--- src/rtl/cfg_pkg.sv ---
package cfg_pkg;
  typedef enum logic [2:0] {
    S_IDLE   = 3'd0,
    S_PROG   = 3'd1,
    S_WINIT  = 3'd2,
    S_STREAM = 3'd3,
    S_EXTRA  = 3'd4,
    S_WDONE  = 3'd5
  } seq_st_e;
endpackage

--- src/rtl/cfg_tmr.sv ---
module cfg_tmr #(
  parameter int TW = 32
) (
  input  logic          clk,
  input  logic          rst_n,
  input  logic          ld,
  input  logic [TW-1:0] val,
  output logic          zero
);
  logic [TW-1:0] cnt_q, cnt_d;

  always_comb begin
    cnt_d = cnt_q;
    if (ld)                cnt_d = val;
    else if (cnt_q != '0)  cnt_d = cnt_q - 1'b1;
  end

  always_ff @(posedge clk or negedge rst_n) begin
    if (!rst_n) cnt_q <= '0;
    else        cnt_q <= cnt_d;
  end

  assign zero = (cnt_q == '0);
endmodule

--- src/rtl/cfg_cclk.sv ---
module cfg_cclk #(
  parameter int HALF = 2
) (
  input  logic clk,
  input  logic rst_n,
  input  logic run,
  output logic clk_o,
  output logic rise,
  output logic fall
);
  localparam int CW = $clog2(HALF + 1);
  localparam logic [CW-1:0] LAST = CW'(HALF - 1);

  logic [CW-1:0] cnt_q, cnt_d;
  logic          lvl_q, lvl_d;
  logic          wrap;

  assign wrap = run && (cnt_q == LAST);

  always_comb begin
    cnt_d = cnt_q;
    lvl_d = lvl_q;
    if (!run)      cnt_d = '0;
    else if (wrap) begin
      cnt_d = '0;
      lvl_d = ~lvl_q;
    end else       cnt_d = cnt_q + 1'b1;
  end

  always_ff @(posedge clk or negedge rst_n) begin
    if (!rst_n) begin
      cnt_q <= '0;
      lvl_q <= 1'b0;
    end else begin
      cnt_q <= cnt_d;
      lvl_q <= lvl_d;
    end
  end

  assign clk_o = lvl_q;
  assign rise  = wrap && !lvl_q;
  assign fall  = wrap &&  lvl_q;

  // a level change only ever follows a completed half period
  p_half_period_r5: assert property (@(posedge clk) disable iff (!rst_n)
    (lvl_q != $past(lvl_q)) |-> ($past(cnt_q) == LAST && $past(run)));
endmodule

--- src/rtl/cfg_seq.sv ---
module cfg_seq
  import cfg_pkg::*;
#(
  parameter int PROG_LOW      = 8,
  parameter int CCLK_HALF     = 2,
  parameter int CLR_PER_FRAME = 25,
  parameter int INIT_MARGIN   = 64,
  parameter int EXTRA_CYC     = 8,
  parameter int DONE_WAIT     = 256,
  parameter int FW            = 16,
  parameter int BW            = 24
) (
  input  logic          clk,
  input  logic          rst_n,
  input  logic          start,
  input  logic [FW-1:0] frame_cnt,
  input  logic [BW-1:0] byte_total,
  input  logic [7:0]    src_data,
  input  logic          src_valid,
  output logic          src_ready,
  output logic          prog_n,
  input  logic          init_rdy,
  output logic          cfg_clk,
  output logic [7:0]    cfg_data,
  input  logic          done,
  output logic          busy,
  output logic          ok,
  output logic          err
);
  localparam int TW = 32;
  localparam int EW = $clog2(EXTRA_CYC + 1);
  localparam logic [EW-1:0] EXTRA_V = EW'(EXTRA_CYC);

  seq_st_e       st_q, st_d;
  logic [BW-1:0] left_q, left_d;
  logic [FW-1:0] frm_q, frm_d;
  logic [EW-1:0] ext_q, ext_d;
  logic [7:0]    dat_q, dat_d;
  logic          have_q, have_d;
  logic          ok_q, ok_d, err_q, err_d;

  logic          tmr_ld, tmr_zero;
  logic [TW-1:0] tmr_val, init_lim;
  logic          run, rise, fall, take;

  assign init_lim = TW'(frm_q) * TW'(CLR_PER_FRAME) + TW'(INIT_MARGIN);

  cfg_tmr #(.TW(TW)) u_tmr (
    .clk(clk), .rst_n(rst_n), .ld(tmr_ld), .val(tmr_val), .zero(tmr_zero)
  );

  cfg_cclk #(.HALF(CCLK_HALF)) u_cclk (
    .clk(clk), .rst_n(rst_n), .run(run), .clk_o(cfg_clk), .rise(rise), .fall(fall)
  );

  assign src_ready = (st_q == S_STREAM) && !have_q && !cfg_clk;
  assign take      = src_ready && src_valid;
  assign run       = ((st_q == S_STREAM) && have_q) || (st_q == S_EXTRA);

  always_comb begin
    st_d    = st_q;
    left_d  = left_q;
    frm_d   = frm_q;
    ext_d   = ext_q;
    dat_d   = dat_q;
    have_d  = have_q;
    ok_d    = ok_q;
    err_d   = err_q;
    tmr_ld  = 1'b0;
    tmr_val = '0;
    unique case (st_q)
      S_IDLE: if (start) begin
        st_d    = S_PROG;
        ok_d    = 1'b0;
        err_d   = 1'b0;
        left_d  = byte_total;
        frm_d   = frame_cnt;
        tmr_ld  = 1'b1;
        tmr_val = TW'(PROG_LOW);
      end
      S_PROG: if (tmr_zero) begin
        st_d    = S_WINIT;
        tmr_ld  = 1'b1;
        tmr_val = init_lim;
      end
      S_WINIT: begin
        if (init_rdy) begin
          if (left_q == '0) begin
            st_d  = S_EXTRA;
            ext_d = EXTRA_V;
          end else st_d = S_STREAM;
        end else if (tmr_zero) begin
          st_d  = S_IDLE;
          err_d = 1'b1;
        end
      end
      S_STREAM: begin
        if (take) begin
          have_d = 1'b1;
          dat_d  = src_data;
        end
        if (fall) begin
          have_d = 1'b0;
          left_d = left_q - 1'b1;
          if (left_q == BW'(1)) begin
            st_d  = S_EXTRA;
            ext_d = EXTRA_V;
          end
        end
      end
      S_EXTRA: if (fall) begin
        ext_d = ext_q - 1'b1;
        if (ext_q == EW'(1)) begin
          st_d    = S_WDONE;
          tmr_ld  = 1'b1;
          tmr_val = TW'(DONE_WAIT);
        end
      end
      S_WDONE: begin
        if (done) begin
          st_d = S_IDLE;
          ok_d = 1'b1;
        end else if (tmr_zero) begin
          st_d  = S_IDLE;
          err_d = 1'b1;
        end
      end
      default: st_d = S_IDLE;
    endcase
  end

  always_ff @(posedge clk or negedge rst_n) begin
    if (!rst_n) begin
      st_q   <= S_IDLE;
      left_q <= '0;
      frm_q  <= '0;
      ext_q  <= '0;
      dat_q  <= '0;
      have_q <= 1'b0;
      ok_q   <= 1'b0;
      err_q  <= 1'b0;
    end else begin
      st_q   <= st_d;
      left_q <= left_d;
      frm_q  <= frm_d;
      ext_q  <= ext_d;
      dat_q  <= dat_d;
      have_q <= have_d;
      ok_q   <= ok_d;
      err_q  <= err_d;
    end
  end

  assign cfg_data = dat_q;
  assign prog_n   = (st_q != S_PROG);
  assign busy     = (st_q != S_IDLE);
  assign ok       = ok_q;
  assign err      = err_q;

  // the data byte moves only while the configuration clock is low
  p_data_low_r4: assert property (@(posedge clk) disable iff (!rst_n)
    (cfg_data != $past(cfg_data)) |-> (!cfg_clk && !$past(cfg_clk)));
  // no clock activity before the device has cleared or after the trailer
  p_clk_quiet_r3: assert property (@(posedge clk) disable iff (!rst_n)
    (st_q inside {S_IDLE, S_PROG, S_WINIT, S_WDONE}) |-> !cfg_clk);
  // a rising edge in streaming always carries a held byte
  p_no_empty_edge_r6: assert property (@(posedge clk) disable iff (!rst_n)
    (st_q == S_STREAM && rise) |-> have_q);
  // program request is only low inside a busy sequence
  p_prog_busy_r2: assert property (@(posedge clk) disable iff (!rst_n)
    !prog_n |-> busy);
  // success and error never coexist
  p_excl_r8: assert property (@(posedge clk) disable iff (!rst_n)
    !(ok && err));
endmodule

--- config.mk ---
export PLATFORM = sky130hd
export DESIGN_NAME = cfg_seq
export DESIGN_NICKNAME = d
export VERILOG_FILES = /design/src/rtl/cfg_pkg.sv /design/src/rtl/cfg_tmr.sv /design/src/rtl/cfg_cclk.sv /design/src/rtl/cfg_seq.sv
export SDC_FILE = /design/constraint.sdc
export NUM_CORES = 1
export LEC_CHECK = 0
export BUFFER_PORTS_ARGS = -buffer_cell sky130_fd_sc_hd__buf_2
export CAP_MARGIN = 0
export CORE_MARGIN = 1
export CORE_UTILIZATION = 65
export CTS_CLUSTER_SIZE = 40
export DETAILED_ROUTE_END_ITERATION = 8
export PLACE_DENSITY_LB_ADDON = 0.12
export SYNTH_ARGS = -nofsm -noshare
export SYNTH_HDL_FRONTEND = slang
export SYNTH_SLANG_ARGS = --single-unit
--- constraint.sdc ---
create_clock -name clk -period 5.1 [get_ports clk]
set_clock_uncertainty 0.15 [all_clocks]
set_input_delay 1.02 -clock clk [delete_from_list [all_inputs] [get_ports clk]]
set_output_delay 1.02 -clock clk [all_outputs]
set_load 0.005 [all_outputs]
==> results.md <==
* Cell Area, Synth at 6491 um^2
* Ys async rst share at 1.000
* Setup Fix Bufs, Post-CTS at 0
* Initial core utilization at 0.6672
* CTS H-tree lvls at 3
* Min-delay src: u_cclk.cnt_q[0]
* Largest net degree at the start of global routing at 64
* Reg2reg end: u_tmr.cnt_q[17]
* CTS buffer count at 9
* Hold Path End: u_cclk.cnt_q[0]
* Crit-path slowest cell: fa_1
* Worst-path clk slew at 0.10 ns
* Maxcap violations at 0
* FF-to-FF setup slack at 1.50 ns
* Post-synth cell types at 66
* Critical path cell sequence: ha_1, fa_1, ha_1, ha_1, a21o_1, a31o_2, a31o_2, a311oi_1, xor2_1, o22ai_1
* WP buf/inv at 0
* Top cells by area, synth: dfrtp_1, ha_1, nor2_1
* Period Utilization, post-route at 0.7067
* Cts hold-fix bufs at 0
* Initial antenna violation count at 0
* Metal2 WL at 7557 um
* Share of cells above drive strength 1 at 0.1724
* Area share of fa/ha/maj cells after synthesis at 0.1488
* Rows at 36
* CTS root buffer: clkbuf_8
* Synthesized flop and latch total at 93
* Routed vias/inst at 6.311
* Core ar. at 9729 um^2
* Post-Syn Instances at 696
* Synth Flop Type: dfrtp_1
* WHS Path Cells at 1
* Via count at 5,636
* Sequential-to-total area share from yosys stat at 0.3585
* Synth area leader: dfrtp_1
* Simple-Gate Fraction of Synth Area at 0.1987
* Vias in the first global route at 5,300
* Avg WL per Cell at 16.98 um
* Most common cell in the netlist: dfrtp_1
* Worst setup EP type: flop
* Syn Area/Cell at 9.326 um^2
* Multiplexer area fraction after synthesis at 0.03971
* Remaining DRCs at 0
* Compound-gate portion of the synthesized area at 0.1864
* Setup TNS at 0 ns
* Worst EP required at 5.19 ns
* Family with the most delay on the worst path: adder cells
* CP max FO at 7
* Register area at 2327 um^2
* Metal3 WL at 695 um
* GP Congestion at 0.9119
* Final setup viols at 0
* Yosys warnings at 0
* FMAX at 277.5 MHz
* Unrepaired setup endpoints after global routing: false
* # clock sinks at 93
* Area Growth Syn to Fin at 10.89%
* R2R Path Start: frm_q[9]
* Most numerous cell on the critical path: ha_1
* Die ar. at 10,390 um^2
* Final cell count without fillers at 893
* Critical path class: flop to flop
* TritonCTS clock tree: done
* Die X-Extent at 101.9 um
* Iter 0 DRT Violations at 268
* Fin worst setup slack at 1.496 ns
* Final wirelength at 15,170 um
* Type of origin of the critical path: flop
* Worst slack at placement at 1.535 ns
* Uppermost routed layer: met4
* Area of the multi-input gates at 3991 um^2
* Top-area cell type share of the netlist area at 0.3585
* Synth Area in XOR/XNOR at 0.04048
* Post_cts resized at 0
* Final #Nets at 879
* List of most frequent post-synthesis cells: dfrtp_1, nor2_1, ha_1
* Tmin final at 3.604 ns
* All-Layer GR Usage at 0.3033
* Wire length on met1 at 6475 um
* I/O pin total at 68
* DP Cell Count at 877
* R2R cell count at 10
* # fillers at 727
* Slowest cell delay on critical path at 0.47 ns
* Actual slew at the worst max-slew pin at 0.8160 ns
* DRT Pass-1 Iters at 5
* Slew Limit Fails at 0
* Remaining Overflow, GRT at 0
* Hold Crit Class: flop to flop
* Max transition margin at 0.4548
* EDFF count, synth at 0
* Final antenna-violating net count at 0
* Syn_nets at 820
* First-pass GRT wire length at 24,710 um
* DP HPWL at 11,110 um
* CTS Buffer Depth at 2
* Final hold vios at 0
* Later-pin clock latency in the skew report at 0.37 ns
* PortBufs at 67
* CP Data Arrival Time at 3.69 ns
* Die H at 101.9 um
* Status: complete, no violations
* Number of antenna diodes at 0
* Main combinational cell family by area after synthesis: simple AND/OR/NAND/NOR gates
[kinds of logic (layout without fill, tap and decap cells)]
family,after synthesis,count (layout)
and+or+nand+nor,243,243
AOI/OAI and AO/OA,190,190
DFF,93,93
adders and majority gates,70,70
buffers and inverters,47,111
xor gates and xnor gates,30,30
muxes,23,23
[through the flow]
step	util	instance area, um^2	hold WS, ns
detailed placement	0.7144	6950	0.3332
global placement	0.7144	6950	0.3165
finish	0.7398	7198	0.3360
floorplan	-	6491	0.2907
CTS	0.7398	7198	0.3443
global route	0.7398	7198	0.3676
[cell usage in the layout, fill, tap and decap left out, types with 5 or more instances in the layout]
cell / n
nor3b_1: 5
nand3_1: 16
nor3_2: 5
o21a_1: 6
o2bb2ai_1: 5
a31o_2: 6
a31oi_1: 7
inv_1: 22
a22oi_1: 5
ha_1: 58
o21ai_0: 44
a21o_1: 12
clkbuf_8: 10
nor4_1: 12
nand2_1: 50
a22o_1: 7
nor3_1: 22
a21oi_1: 50
buf_4: 7
o31ai_1: 8
xor2_1: 16
xnor2_1: 14
and3_1: 8
or3_1: 11
fa_1: 12
o22ai_1: 14
nand4_1: 10
nor2_1: 67
dfrtp_1: 93
buf_2: 66
mux2_2: 22
[worst max path at each step]
stage                  start               to  cells after the start
floorplan           frm_q[8]  u_tmr.cnt_q[17]                     11
global placement    frm_q[8]  u_tmr.cnt_q[17]                     10
detailed placement  frm_q[8]  u_tmr.cnt_q[17]                     10
CTS                 frm_q[9]  u_tmr.cnt_q[17]                     10
global route        frm_q[8]  u_tmr.cnt_q[17]                     10
finish              frm_q[9]  u_tmr.cnt_q[17]                     10
[final cells by class]
cell class | instances | share of cell area
Inverter | 22 | 0.01147
Multi-Input combinational cell | 556 | 0.5545
Clock buffer | 11 | 0.01964
Sequential cell | 93 | 0.3233
Clock inverter | 5 | 0.01477
Tap cell | 133 | 0.02312
Timing Repair Buffer | 73 | 0.05319
[state kept, by name, indices dropped and copies added, names as in the netlist]
name	count
cfg_data	8
err	1
ext_q	4
frm_q	16
have_q	1
left_q	24
ok	1
st_q	3
u_cclk.clk_o	1
u_cclk.cnt_q	2
u_tmr.cnt_q	32
[metal layers]
layer / track usage / vias up
li1: - / 2684
met1: 0.3988 / 2736
met2: 0.5068 / 176
met3: 0.04378 / 40
met4: 0.1242 / 0
met5: 0 / -
Power is left out: the tool's default activity adds up to more than one toggle a clock period on the data nets, which glitch-free logic cannot reach.
